## config.mk

```make
export PLATFORM = sky130hd
export DESIGN_NAME = vec_elem_seq
export DESIGN_NICKNAME = d
export VERILOG_FILES = /design/src/rtl/vec_elem_seq.sv
export SDC_FILE = /design/constraint.sdc
export NUM_CORES = 1
export LEC_CHECK = 0
export ABC_AREA = 1
export BUFFER_PORTS_ARGS = -buffer_cell sky130_fd_sc_hd__buf_4
export CAP_MARGIN = 20
export CORE_ASPECT_RATIO = 0.9
export CORE_MARGIN = 2
export CORE_UTILIZATION = 35
export CTS_CLUSTER_SIZE = 28
export DETAILED_ROUTE_END_ITERATION = 7
export GPL_TIMING_DRIVEN = 1
export PLACE_DENSITY = 0.67
export SLEW_MARGIN = 10
export SYNTH_ARGS = -nofsm -noshare
export SYNTH_HDL_FRONTEND = slang
export SYNTH_SLANG_ARGS = --single-unit
```

## constraint.sdc

```tcl
create_clock -name clk -period 3.27 [get_ports clk]
set_input_delay 0.4905 -clock clk [delete_from_list [all_inputs] [get_ports clk]]
set_output_delay 0.4905 -clock clk [all_outputs]
set_load 0.03 [all_outputs]
```

## src/rtl/vec_elem_seq.sv

```systemverilog
module vec_elem_seq #(
  parameter int VL_MAX = 64,
  parameter int BASE_W = 5
) (
  input  logic                          clk,
  input  logic                          rst_n,
  input  logic                          start,
  input  logic [$clog2(VL_MAX):0]       vlen,
  input  logic                          pred_en,
  input  logic [VL_MAX-1:0]             pred_mask,
  input  logic                          zero_en,
  input  logic                          tag3_mode,
  input  logic [BASE_W-1:0]             dst_base,
  input  logic [2:0]                    dst_spec,
  input  logic [BASE_W-1:0]             sa_base,
  input  logic [2:0]                    sa_spec,
  input  logic [BASE_W-1:0]             sb_base,
  input  logic [2:0]                    sb_spec,
  output logic                          busy,
  output logic                          el_valid,
  output logic [$clog2(VL_MAX)-1:0]     el_idx,
  output logic [BASE_W+1:0]             dst_reg,
  output logic [BASE_W+1:0]             sa_reg,
  output logic [BASE_W+1:0]             sb_reg,
  output logic                          wr_en,
  output logic                          wr_zero,
  output logic                          done
);
  localparam int CNT_W = $clog2(VL_MAX);
  localparam int VL_W  = CNT_W + 1;
  localparam int REG_W = BASE_W + 2;

  function automatic logic [REG_W:0] decode_tag(input logic [BASE_W-1:0] base,
                                                input logic [2:0] spec,
                                                input logic mode3);
    logic [2:0] t;
    t = mode3 ? spec : {spec[1:0], 1'b0};
    if (t[2]) decode_tag = {1'b1, base, t[1:0]};
    else      decode_tag = {1'b0, t[1:0], base};
  endfunction

  logic [REG_W:0]     d_dec, a_dec, b_dec;
  logic [REG_W:0]     d_q, a_q, b_q;
  logic [VL_MAX-1:0]  mask_q;
  logic               zero_q;
  logic [VL_W-1:0]    vl_q;
  logic [CNT_W-1:0]   cnt;
  logic               run;
  logic               done_q;

  assign d_dec = decode_tag(dst_base, dst_spec, tag3_mode);
  assign a_dec = decode_tag(sa_base,  sa_spec,  tag3_mode);
  assign b_dec = decode_tag(sb_base,  sb_spec,  tag3_mode);

  logic [VL_W-1:0] vl_in;
  assign vl_in = (vlen > VL_W'(VL_MAX)) ? VL_W'(VL_MAX) : vlen;

  logic [REG_W-1:0] step;
  logic             bit_on;
  logic             last;
  assign step   = REG_W'(cnt);
  assign bit_on = mask_q[cnt];
  assign last   = (VL_W'(cnt) == vl_q - VL_W'(1)) || (!d_q[REG_W] && bit_on);

  always_ff @(posedge clk) begin
    if (!rst_n) begin
      run    <= 1'b0;
      done_q <= 1'b0;
      cnt    <= '0;
      vl_q   <= '0;
      mask_q <= '0;
      zero_q <= 1'b0;
      d_q    <= '0;
      a_q    <= '0;
      b_q    <= '0;
    end else begin
      done_q <= 1'b0;
      if (!run && start) begin
        vl_q   <= vl_in;
        mask_q <= pred_en ? pred_mask : '1;
        zero_q <= zero_en;
        d_q    <= d_dec;
        a_q    <= a_dec;
        b_q    <= b_dec;
        cnt    <= '0;
        if (vl_in == '0) done_q <= 1'b1;
        else             run    <= 1'b1;
      end else if (run) begin
        if (last) begin
          run    <= 1'b0;
          done_q <= 1'b1;
        end else begin
          cnt <= cnt + CNT_W'(1);
        end
      end
    end
  end

  assign busy     = run;
  assign el_valid = run;
  assign done     = done_q;
  assign el_idx   = run ? cnt : '0;
  assign dst_reg  = run ? d_q[REG_W-1:0] + (d_q[REG_W] ? step : '0) : '0;
  assign sa_reg   = run ? a_q[REG_W-1:0] + (a_q[REG_W] ? step : '0) : '0;
  assign sb_reg   = run ? b_q[REG_W-1:0] + (b_q[REG_W] ? step : '0) : '0;
  assign wr_en    = run && (bit_on || zero_q);
  assign wr_zero  = run && !bit_on && zero_q;
endmodule


```

# After elaboration in Yosys (flattened, before gate mapping)
# Index checks and enable logic that the tools add are counted.
# W data, S select, Z words.
[word_totals]
reg_bits = 104
in_bits = 101
output_inout_bits = 32
[classes]
n_addsub = 5
n_lt_le_gt_ge = 2
n_eq_ne = 2
muxes = 25
n_bitwise = 2
n_reduce_logical = 13
[ops]
columns = ["operator", "n"]
rows = [
  ["$mux W64", 1],
  ["$mux W7", 4],
  ["$mux W6", 4],
  ["$mux W8", 3],
  ["$add A7 B6 Y7", 3],
  ["$mux W1", 9],
  ["$mux W3", 3],
  ["$eq A6 B7 Y1", 1],
  ["$gt A7 B7 Y1 const B", 1],
  ["$logic_not A7 Y1", 1],
  ["$lt A6 B7 Y1 const B", 1],
  ["$sub A7 B1 Y7 const B", 1],
  ["$add A6 B1 Y6 const B", 1],
  ["$bmux W1 S6", 1],
  ["$logic_and A1 B1 Y1", 5],
  ["$logic_not A1 Y1", 3],
  ["$logic_or A1 B1 Y1", 2],
  ["$ne A2 B2 Y1 const B", 1],
  ["$not A1 Y1", 2],
  ["$reduce_and A2 Y1", 1],
  ["$reduce_or A2 Y1", 1],
]

# Longest topological paths before layout
[depth]
depth_word = 7
ltp_mapped = 16
depth_no_buf = 14

# Least setup slack after synthesis
# No wires, ideal clock.
[synth_path]
path_type = "register to output"
from = "register cnt[0]"
to = "output port dst_reg[6]"
arrival_time_ns = 2.437
t_required_ns = 2.779
slack_ns = 0.342
path_stages_with_launch = 15
cell_sequence = "dfxtp_1 -> buf_6 -> buf_4 -> nand2_1 -> inv_1 -> ha_1 -> inv_1 -> fa_1 -> o31ai_1 -> nand2_1 -> inv_1 -> nor2_1 -> o21bai_1 -> o21ai_0 -> a21oi_1"
[synth_via]
elab_chain_cells = 3
[synth_lines]
columns = ["item", "line_no", "source"]
rows = [
  ["from (decl)", "47", "logic [CNT_W-1:0] cnt;"],
  ["from (signal assigned)", "93", "cnt <= cnt + CNT_W'(1);"],
  ["$mux W6", "103", "assign dst_reg = run ? d_q[REG_W-1:0] + (d_q[REG_W] ? step : '0) : '0;"],
  ["$add A7 B6 Y7", "103", ""],
  ["$mux W7", "103", ""],
  ["to (decl)", "22", "output logic [BASE_W+1:0] dst_reg,"],
]
# Every way passes these cells.

# Worst setup path in the final report
[layout_path]
from = "register b_q[7]"
to = "output port sb_reg[6]"
[layout_via]
elab_chain_cells = 3
[layout_lines]
columns = ["item", "line_no", "source"]
rows = [
  ["from (decl)", "43", "logic [REG_W:0] d_q, a_q, b_q;"],
  ["from (signal assigned)", "75", "b_q <= '0;"],
  ["from (signal assigned)", "84", "b_q <= b_dec;"],
  ["$mux W6", "105", "assign sb_reg = run ? b_q[REG_W-1:0] + (b_q[REG_W] ? step : '0) : '0;"],
  ["$add A7 B6 Y7", "105", ""],
  ["$mux W7", "105", ""],
  ["to (decl)", "24", "output logic [BASE_W+1:0] sb_reg,"],
]
# Every way passes these cells.

==> flow_summary.json <==
{
  "outcome": "finished clean",
  "cts_made_buffers": 9,
  "drive_gt1_frac": 0.189,
  "wl_per_cell_um": 13.6,
  "clock_sinks": 104,
  "die_w_um": 138,
  "via_count": 5609,
  "drc": 0,
  "rows": 44,
  "cp-end-kind": "primary output",
  "hold_viol": 0,
  "power.density_nw_per_um2": 437,
  "worstSkewPairLatency_ps": 360,
  "total_power_w": 0.00314,
  "gp_congestion": 0.870,
  "setup_tns_ps": 0,
  "dr_wl_met3_um": 812,
  "dr.pass1.iters": 4,
  "synth.area.top_cells": "dfxtp_1 37%, o21ai_0 14%, nand2_1 13%",
  "cp.required_ps": 2780,
  "finalCriticalPeriod_ps": 3100,
  "antenna_found_initial": 0,
  "slew_viol_final": 0,
  "via_per_inst": 4.79,
  "pin_count": 133,
  "synth_cell_types": 36,
  "n_antenna_cell": 0,
  "htreeDepth": 3,
  "grt_pass1_wl_um": 26000,
  "critPathArrivalTime_ps": 2610,
  "cp_max_fo": 7,
  "startpoint_type": "flop",
  "syn-cell-area_um2": 5690,
  "fmax_mhz": 322,
  "place_hpwl_um": 11800,
  "synthArstFlopShare": 0,
  "syn_avg_cell_area_um2": 6.72,
  "r2r_slack_ps": 1120,
  "hp-class": "in2reg",
  "start_util": 0.355,
  "grt_usage": 0.184,
  "clk_pin_slew_ps": 80,
  "cts_root_buf": "clkbuf_16",
  "vdd_ir_drop_max_mv": 0.276,
  "syn_inst": 847,
  "drt-met1-wl_um": 7820,
  "synth-seq-cells": 104,
  "crit-reg2reg-launch": "cnt[0]",
  "yosys_most_used_dff": "dfxtp_1",
  "fin_skew_ps": 9.73,
  "dr_wl_met2_um": 6990,
  "leakagePower_nw": 3.48,
  "finalCritPeriodShare": 0.949,
  "numPortBuffers": 132,
  "cts_tree": "done",
  "cap_violations": 0,
  "grt_max_degree": 77,
  "yosysTopAreaCellShare": 0.366,
  "die_area_um2": 17300,
  "yosysWarnings": 0,
  "ys_seq_area_frac": 0.366,
  "setup-violations-final": 0,
  "synth-edff-count": 0,
  "cts_hold_buf": 0,
  "synthesis.nets": 971,
  "slew_headroom": 0.459,
  "drt_first_iter_violations": 381,
  "nets": 1082,
  "fin_util": 0.448,
  "wirelength_um": 15900,
  "yosys.area.top_type": "dfxtp_1",
  "core_area_um2": 16000,
  "die_y_um": 125,
  "clockBufferDepth": 2,
  "cp-endpoint": "sb_reg[6]",
  "path_class": "reg2out",
  "worstReg2RegEnd": "busy",
  "worstMarginPinSlew_ps": 807,
  "drtAntennaViolNets": 0,
  "grt.overflow.total": 0,
  "areaGrowthSynthToFinish_pct": 26.2,
  "rr_worst_depth": 14,
  "top_layer": "met4",
  "grt_pass1_vias": 5265,
  "setup.worst_path.start": "b_q[7]",
  "whs_path_depth": 3
}
==> report_power, final <==
| part | switching, W | total, W | leakage [nW] | internal, W |
|---|---|---|---|---|
| registers | 0.0000540 | 0.00143 | 0.860 | 0.00138 |
| logic | 0.000360 | 0.000599 | 2.48 | 0.000240 |
| clock network | 0.000506 | 0.00111 | 0.147 | 0.000602 |
==> cell usage in the layout (no fill, tap or decap), types with 3 or more instances in the layout <==
cell,instances
nand2_1,200
o21ai_0,154
buf_4,141
inv_1,121
dfxtp_1,100
nand3_1,50
nor2_1,46
a21oi_1,31
ha_1,20
nor3_1,12
o22ai_1,9
xor2_1,9
clkbuf_16,9
inv_2,4
o211ai_1,4
a31oi_1,4
o21bai_1,3
mux2i_1,3
a22o_1,3
xnor2_1,3
nand4_1,3
dfxtp_2,3
inv_6,3
==> registers in the layout, indices dropped and copies added, names as in the netlist <==
name    count
a_q         8
b_q         8
busy        1
cnt         6
d_q         8
done        1
mask_q     64
vl_q        7
zero_q      1
==> cell type report <==
type                       count  area, um^2
fill                        1637        8840
tap                          207         259
multi-input combinational    573        2950
timing repair buffer         143        1100
inverter                     127         479
sequential                   104        2090
clock inverter                 7        77.6
clock buffer                   9         225
==> per-layer routing <==
metal	up-vias	global-route usage
li1	2959	-
met1	2507	0.255
met2	126	0.282
met3	17	0.0437
met4	0	0.0594
met5	-	0
==> worst min-delay path by stage <==
stage	from	endpoint	slack [ps]
after floorplan	mask_q[16]	mask_q[16]	410
after global placement	mask_q[13]	mask_q[13]	430
after detailed placement	mask_q[16]	mask_q[16]	430
after CTS	pred_mask[21]	mask_q[21]	340
after global routing	pred_mask[45]	mask_q[45]	350
final	pred_mask[21]	mask_q[21]	350
==> per-stage QoR <==
stage          instances  setup slack, ps  instance area [um^2]  hold WS, ps
2_1_floorplan        847              342                  5690          413
3_5_place_dp        1153              473                  6840          431
3_3_place_gp        1153              443                  6840          434
5_1_grt             1170            -16.9                  7180          352
6_report            1170              168                  7180          348
4_1_cts             1169             61.4                  7140          340
==> worst max-delay path: stages, from the launching register on <==
cell and delay [ps]:
dfxtp_2 390, nand2_1 70, inv_1 50, ha_1 150, inv_1 50, fa_1 430
o31ai_2 310, nand2_1 80, inv_1 80, nor2_1 40, o21bai_1 150, o21ai_0 100
a21oi_1 170, buf_4 190
==> cell families after synthesis <==
kind of cell,count (synthesis),synth area share
AO/OA/AOI/OAI,213,0.197
adder cells (fa/ha/maj),23,0.0545
buffers and inverters,170,0.122
AND/OR/NAND/NOR,322,0.237
flip-flops,104,0.366
XOR/XNOR,12,0.0185
multiplexers,3,0.00528
==> cells in the mapped netlist, types with 5 or more instances <==
cell type  instances
dfxtp_1          104
clkbuf_1          21
nor2_1            48
nand3_1           50
inv_2              5
inv_1            121
ha_1              20
buf_2             12
buf_4              6
nand2_1          200
nor3_1            12
o21ai_0          154
xor2_1             9
a21oi_1           31
o22ai_1            9
==> repair_timing <==
item                       4_1_cts  5_1_grt
setup endpoints to repair        0        5
setup buffers                    0        1
gates resized for setup          0       11
Note: power is estimated with default switching activity, not from simulation.
